===== src/rtl/dptr_pkg.sv =====
package dptr_pkg;
  localparam int unsigned BYTE_W       = 8;
  localparam logic [7:0]  ADDR_LO_DEF  = 8'h82;
  localparam logic [7:0]  ADDR_HI_DEF  = 8'h83;
  localparam logic [7:0]  ADDR_SEL_DEF = 8'h92;

  typedef struct packed {
    logic load;
    logic inc;
    logic wr_lo;
    logic wr_hi;
  } ptr_op_t;
endpackage


===== src/rtl/dptr_sel_reg.sv =====
module dptr_sel_reg #(
  parameter int unsigned SEL_W = 3
) (
  input  logic             clk_i,
  input  logic             rst_ni,
  input  logic             wr_i,
  input  logic [SEL_W-1:0] wdata_i,
  output logic [SEL_W-1:0] sel_o
);
  always_ff @(posedge clk_i or negedge rst_ni) begin
    if (!rst_ni)   sel_o <= '0;
    else if (wr_i) sel_o <= wdata_i;
  end
endmodule


===== src/rtl/dptr_word.sv =====
module dptr_word
  import dptr_pkg::*;
#(
  parameter int unsigned BW = 8
) (
  input  logic            clk_i,
  input  logic            rst_ni,
  input  logic            en_i,
  input  ptr_op_t         op_i,
  input  logic [2*BW-1:0] load_val_i,
  input  logic [BW-1:0]   wdata_i,
  output logic [2*BW-1:0] q_o
);
  always_ff @(posedge clk_i or negedge rst_ni) begin
    if (!rst_ni) begin
      q_o <= '0;
    end else if (en_i) begin
      // load > inc > byte writes
      if (op_i.load)     q_o <= load_val_i;
      else if (op_i.inc) q_o <= q_o + 1'b1;
      else begin
        if (op_i.wr_lo) q_o[BW-1:0]    <= wdata_i;
        if (op_i.wr_hi) q_o[2*BW-1:BW] <= wdata_i;
      end
    end
  end
endmodule


===== src/rtl/dptr_rd_mux.sv =====
module dptr_rd_mux #(
  parameter int unsigned BW       = 8,
  parameter int unsigned SEL_W    = 3,
  parameter logic [7:0]  ADDR_LO  = 8'h82,
  parameter logic [7:0]  ADDR_HI  = 8'h83,
  parameter logic [7:0]  ADDR_SEL = 8'h92
) (
  input  logic [7:0]      addr_i,
  input  logic [2*BW-1:0] cur_i,
  input  logic [SEL_W-1:0] sel_i,
  output logic [BW-1:0]   rdata_o
);
  always_comb begin
    rdata_o = '0;
    if (addr_i == ADDR_LO)       rdata_o = cur_i[BW-1:0];
    else if (addr_i == ADDR_HI)  rdata_o = cur_i[2*BW-1:BW];
    else if (addr_i == ADDR_SEL) rdata_o = BW'(sel_i);
  end
endmodule


===== src/rtl/dptr_bank.sv =====
module dptr_bank
  import dptr_pkg::*;
#(
  parameter int unsigned NUM_PTR  = 8,
  parameter logic [7:0]  ADDR_LO  = ADDR_LO_DEF,
  parameter logic [7:0]  ADDR_HI  = ADDR_HI_DEF,
  parameter logic [7:0]  ADDR_SEL = ADDR_SEL_DEF
) (
  input  logic          clk_i,
  input  logic          rst_ni,
  input  logic [7:0]    sfr_addr_i,
  input  logic [7:0]    sfr_wdata_i,
  input  logic          sfr_we_i,
  output logic [7:0]    sfr_rdata_o,
  input  logic          ptr_load_i,
  input  logic [15:0]   ptr_load_val_i,
  input  logic          ptr_inc_i,
  output logic [15:0]   ptr_addr_o
);
  localparam int unsigned SEL_W = $clog2(NUM_PTR);
  localparam int unsigned PW    = 2 * BYTE_W;

  logic [SEL_W-1:0] sel;
  logic [PW-1:0]    ptr_q [NUM_PTR];
  ptr_op_t          op;

  always_comb begin
    op.load  = ptr_load_i;
    op.inc   = ptr_inc_i;
    op.wr_lo = sfr_we_i && (sfr_addr_i == ADDR_LO);
    op.wr_hi = sfr_we_i && (sfr_addr_i == ADDR_HI);
  end

  dptr_sel_reg #(.SEL_W(SEL_W)) u_sel (
    .clk_i   (clk_i),
    .rst_ni  (rst_ni),
    .wr_i    (sfr_we_i && (sfr_addr_i == ADDR_SEL)),
    .wdata_i (sfr_wdata_i[SEL_W-1:0]),
    .sel_o   (sel)
  );

  for (genvar g = 0; g < NUM_PTR; g++) begin : g_ptr
    dptr_word #(.BW(BYTE_W)) u_word (
      .clk_i      (clk_i),
      .rst_ni     (rst_ni),
      .en_i       (sel == SEL_W'(g)),
      .op_i       (op),
      .load_val_i (ptr_load_val_i),
      .wdata_i    (sfr_wdata_i),
      .q_o        (ptr_q[g])
    );
  end

  assign ptr_addr_o = ptr_q[sel];

  dptr_rd_mux #(
    .BW(BYTE_W), .SEL_W(SEL_W),
    .ADDR_LO(ADDR_LO), .ADDR_HI(ADDR_HI), .ADDR_SEL(ADDR_SEL)
  ) u_rd (
    .addr_i  (sfr_addr_i),
    .cur_i   (ptr_addr_o),
    .sel_i   (sel),
    .rdata_o (sfr_rdata_o)
  );
endmodule


===== config.mk =====
export PLATFORM = sky130hd
export DESIGN_NAME = dptr_bank
export DESIGN_NICKNAME = d
export VERILOG_FILES = /design/src/rtl/dptr_pkg.sv /design/src/rtl/dptr_sel_reg.sv /design/src/rtl/dptr_word.sv /design/src/rtl/dptr_rd_mux.sv /design/src/rtl/dptr_bank.sv
export SDC_FILE = /design/constraint.sdc
export NUM_CORES = 1
export LEC_CHECK = 0
export BUFFER_PORTS_ARGS = -buffer_cell sky130_fd_sc_hd__buf_2
export CAP_MARGIN = 20
export CORE_MARGIN = 1
export CORE_UTILIZATION = 57
export CTS_BUF_LIST = sky130_fd_sc_hd__clkbuf_16
export CTS_CLUSTER_DIAMETER = 60
export DETAILED_ROUTE_END_ITERATION = 8
export PLACE_DENSITY = 0.78
export REMOVE_ABC_BUFFERS = 1
export SYNTH_ARGS = -nofsm -noshare
export SYNTH_HDL_FRONTEND = slang
export SYNTH_SLANG_ARGS = --single-unit

===== constraint.sdc =====
create_clock -name clk_i -period 3.5 [get_ports clk_i]
set_clock_uncertainty 0.2 [all_clocks]
set_input_delay 0.7 -clock clk_i [delete_from_list [all_inputs] [get_ports clk_i]]
set_output_delay 0.7 -clock clk_i [all_outputs]
set_load 0.1 [all_outputs]

-- After elaboration in Yosys (flattened, before gate mapping)
Index checks and enable logic that the tools add are counted.
W data, S select, Z words.
- bits in registers: 131
- bits of input ports: 37
- output and inout port bits: 24
- word-level logic and storage cells: 83
- add/sub/neg operators: 8
- order comparisons: 1
- equality and inequality tests: 10
- muxes and demuxes: 24
- bitwise logic cells: 1
- reduce and logical (&&, ||, !) cells: 22
- operator list (operator ; number):
    $mux W16 ; 18
    $add A16 B1 Y16 const B ; 8
    $bmux W16 S3 ; 1
    $mux W8 ; 4
    $reduce_and A2 Y1 ; 16
    $eq A8 B8 Y1 const B ; 3
    $eq A3 B3 Y1 const B ; 4
    $eq A3 B2 Y1 const B ; 2
    $reduce_bool A3 Y1 ; 2
    $ge A4 B4 Y1 const B ; 1
    $not A3 Y4 ; 1
    $eq A3 B1 Y1 const B ; 1
    $logic_and A1 B1 Y1 ; 3
    $logic_not A3 Y1 ; 1
    $mux W3 ; 1

-- Longest topological paths before layout
- depth in word-level cells: 6
- mapped depth: 8
- mapped depth without buffers: 6

-- Modules after synthesis
Synthesis repeated with hierarchy kept, for this count alone.
- cell total of the unflattened synthesis: 1418
- area, all modules: 11801.3 µm²
- by module, submodules not included (module ; times used ; cells an instance ; area an instance (µm²) ; sequential area each (µm²)):
    dptr_word (g_ptr[0].u_word ...) ; 7 ; 155 ; 1280.0 ; 400.4
    dptr_word (g_ptr[7].u_word) ; 1 ; 154 ; 1302.5 ; 400.4
    dptr_bank ; 1 ; 149 ; 1213.7 ; 0.0
    dptr_rd_mux ; 1 ; 24 ; 216.5 ; 0.0
    dptr_sel_reg ; 1 ; 6 ; 108.9 ; 75.1

-- Least setup slack after synthesis
Ideal clock, no wire load.
- path kind: input -> output
- start point: input port sfr_addr_i[5]
- end point: output port sfr_rdata_o[3]
- arrival: 4.882 ns
- data required time: 2.600 ns
- setup slack: -2.282 ns
- cell stages on the path: 5
- path buffers: 2
- cells stage by stage: or4b_1 -> buf_2 -> or3b_2 -> buf_2 -> nor4_1
- cells in the longest elaborated chain, start to end: 3
- elaborated cells between the ends (all ways): 4
- classes of those cells: eq/ne (2); mux (2)
- RTL lines (element ; line ; text):
    start, declared ; dptr_bank.sv:11 ; input logic [7:0] sfr_addr_i,
    $eq A8 B8 Y1 ; dptr_rd_mux.sv:16 ; else if (addr_i == ADDR_HI) rdata_o = cur_i[2*BW-1:BW];
    $mux W8 ; dptr_rd_mux.sv:16 ;
    $mux W8 (*) ; dptr_rd_mux.sv:15 ; if (addr_i == ADDR_LO) rdata_o = cur_i[BW-1:0];
    end, declared ; dptr_bank.sv:14 ; output logic [7:0] sfr_rdata_o,
Every way passes the cells marked *; elsewhere a longest branch is shown, timed or not.

-- Final worst setup path
- start point: register u_sel.sel_o[1]
- end point: output port sfr_rdata_o[4]
- cells in the longest elaborated chain, start to end: 6
- RTL lines (element ; line ; text):
    start, declared ; dptr_sel_reg.sv:8 ; output logic [SEL_W-1:0] sel_o
    start signal, assigned ; dptr_sel_reg.sv:12 ; else if (wr_i) sel_o <= wdata_i;
    $not A3 Y4 (not written as such) (*) ; dptr_bank.sv:54 ; assign ptr_addr_o = ptr_q[sel];
    $bmux W16 S3 (*) ; dptr_bank.sv:54 ;
    $mux W16 (not written as such) (*) (2 in a row) ; dptr_bank.sv:54 ;
    $mux W8 ; dptr_rd_mux.sv:16 ;
    $mux W8 (*) ; dptr_rd_mux.sv:15 ;
Every way passes the cells marked *; elsewhere a longest branch is shown, timed or not. The select of a mux whose other input is x is not followed.

==> impl_metrics.json <==
{
  "fmax_mhz": 290,
  "synth_edf_count": 0,
  "antenna_left": 0,
  "p_total_mw": 5.66,
  "violations": "design-rule violations",
  "root_buffer": "clkbuf_16",
  "dpl.hpwl_mm": 25.7,
  "synth.distinct_cells": 56,
  "grt_pass1_vias": 9175,
  "yosys_most_used_dff": "dfrtp_1",
  "cts_hold_buf": 0,
  "ys.warnings.count": 0,
  "netlist_instances": 1083,
  "status": "finished with violations",
  "yosysTopAreaCell": "dfrtp_1",
  "cpPeakStageDelay_ps": 500,
  "grt_use_total_pct": 44.0,
  "crit_path_cell_trace": "clkbuf_16 -> mux4_2 -> mux2_2 -> nor2_1 -> nor4_1 -> buf_4 -> buf_12",
  "worstSkewPairLatency_ps": 430,
  "final_cell_mix": "144 x a21oi_1, 130 x dfrtp_1, 117 x nand2_1",
  "tightest_slew_ps": 902,
  "via_count": 10100,
  "hold_viol": 0,
  "nNetsFinal": 1196,
  "dr.first_iter.drc_count": 1393,
  "grt_overflow": 0,
  "crit_type": "flop to output port",
  "synth-seq-cells": 131,
  "seq_area_frac_synth_pct": 35.7,
  "nFillCells": 1317,
  "min-delay-path-class": "input pin to async pin",
  "dieWidth_um": 129,
  "core_sq_um": 15800,
  "cts_tree": "done",
  "antennaDiodeCount": 0,
  "p_leak_nw": 4.21,
  "num_io_pins": 61,
  "portBuffers": 60,
  "routedWlPerCell_um": 26.0,
  "reg2reg_depth": 6,
  "grt_max_degree": 72,
  "syn2layout_area_growth_pct": 17.5,
  "min_period_ps": 3450,
  "rsz0062_at_grt": "false",
  "clk_pin_slew_worst_paths_ps": 60,
  "clockBufferDepth": 2,
  "cp.depth": 7,
  "numCtsBuffers": 17,
  "async_flop_share_pct": 100,
  "cts_sinks": 131,
  "max_slew_margin_pct": 39.2,
  "power_density_nw_per_um2": 524,
  "fp.dieArea_sq_um": 16600,
  "final_max_slew_viol_count": 0,
  "drt-pass1-iter-count": 9,
  "critPathBufInv": 3,
  "antenna_found_initial": 0,
  "crit_required_ps": 2600,
  "die-height_um": 129,
  "final_layout_size_suffix_gt1_share_pct": 18.0,
  "synth_top_area_share_pct": 35.7,
  "grt_pass1_wl_mm": 53.0,
  "layout_commonest_cell": "a21oi_1",
  "syn_avg_cell_area_sq_um": 8.48,
  "cp-end-kind": "output port",
  "drcViolationCount": 1,
  "setup_viol": 0,
  "rows": 46,
  "critical-path-top-delay-family": "multiplexers",
  "htreeDepth": 4,
  "initial_utilization_pct": 58.0,
  "worst_setup_path_start_kind": "flop",
  "netlist_area_sq_um": 9190,
  "cap_violations": 0,
  "viasPerCell": 7.33,
  "yosys-top-cells-area": "dfrtp_1 36%, a21oi_1 7.8%, mux4_2 7.8%",
  "cp_slowest_cell": "mux4_2",
  "whs_ps": 87.2,
  "fin_crit_sh_pct": 98.6,
  "cp_max_fo": 19,
  "routabilityCongestion": 1.02,
  "wirelength_mm": 35.9,
  "postCtsSetupRepairBufs": 0,
  "max-vdd-ir-drop_mv": 0.352,
  "cp.arrival_ps": 2550
}
## path summary, 6_finish.rpt
path | from | to | slack, ps
max | u_sel.sel_o[1] | sfr_rdata_o[4] | 50
min | rst_ni | g_ptr[3].u_word.q_o[15] | 90
max reg2reg | u_sel.sel_o[2] | g_ptr[2].u_word.q_o[3] | 1030
min reg2reg | g_ptr[2].u_word.q_o[15] | g_ptr[2].u_word.q_o[15] | 320
max in group asynchronous | rst_ni | g_ptr[2].u_word.q_o[2] | 2210
min in group clk_i | g_ptr[2].u_word.q_o[15] | g_ptr[2].u_word.q_o[15] | 320
## per-stage QoR
stage | utilization [%] | cell area (sq um) | setup TNS [ps] | setup slack, ps | cells
after global routing | 68.2 | 10800 | 0 | 16.4 | 1380
after floorplan | - | 8940 | -20050 | -2900 | 1026
after CTS | 67.8 | 10700 | 0 | 17.1 | 1378
after detailed placement | 63.4 | 10000 | -473 | -106 | 1346
final | 68.2 | 10800 | 0 | 50.0 | 1380
after global placement | 63.4 | 10000 | -257 | -45.0 | 1346
## Yosys cell counts, drive strengths merged (2+ instances only)
library cell,number
or3,5
o41ai,3
a41o,2
ha,8
nor2b,5
a221oi,2
a2bb2oi,4
o211ai,2
a41oi,3
and3,9
a21boi,3
a31oi,66
inv,18
and2,5
nand2,117
nand3,44
nor3,22
o32a,13
xnor2,2
o22a,6
dfrtp,131
o21ai,99
clkbuf,29
nand4,30
a21o,6
mux2,19
nor2,91
a21oi,144
nand3b,7
or2,9
nand2b,13
o31ai,55
xor2,9
and4,12
buf,28
a22oi,3
o31a,2
a22o,8
nor4,5
mux4,32
o21a,4
## where the power goes
group / switching [mW] / leakage [nW] / internal [mW]
Clock: 0.734 / 0.328 / 1.40
Combinational: 0.928 / 2.21 / 0.503
Sequential: 0.364 / 1.67 / 1.72
## layer usage
| metal | track usage (%) | vias to the layer above | routed length [um] |
|---|---|---|---|
| li1 | - | 4313 | - |
| met1 | 59.7 | 4780 | 13200 |
| met2 | 65.4 | 863 | 15700 |
| met3 | 12.4 | 154 | 5280 |
| met4 | 19.9 | 0 | 1720 |
| met5 | 0 | - | 0 |
## state kept, by name (all words and copies together) (netlist names)
name / cells
u_sel.sel_o: 3
g_ptr.u_word.q_o: 128
## layout make-up
| cell class | count | area [sq um] | share of cell area [%] |
|---|---|---|---|
| multi-input cells | 877 | 5620 | 52.1 |
| flip-flops and latches | 131 | 3280 | 30.4 |
| inverters | 18 | 67.6 | 0.626 |
| repair buffers | 106 | 870 | 8.06 |
| clock buffers | 17 | 425 | 3.94 |
| well taps | 216 | 270 | 2.50 |
| clock inverters | 15 | 260 | 2.41 |
## logic make-up after synthesis
family / synth area share [%]
multiplexers: 10.3
AO/OA/AOI/OAI: 28.3
XOR/XNOR: 1.05
adder cells (fa/ha/maj): 1.09
flip-flops: 35.7
buffers and inverters: 3.39
AND/OR/NAND/NOR: 20.2
## what timing repair did
item / in CTS / in global routing
gates cloned: 0 / 2
endpoints found under the setup margin: 8 / 4
gates resized for setup: 2 / 3
(Power assumes the default switching activity.)
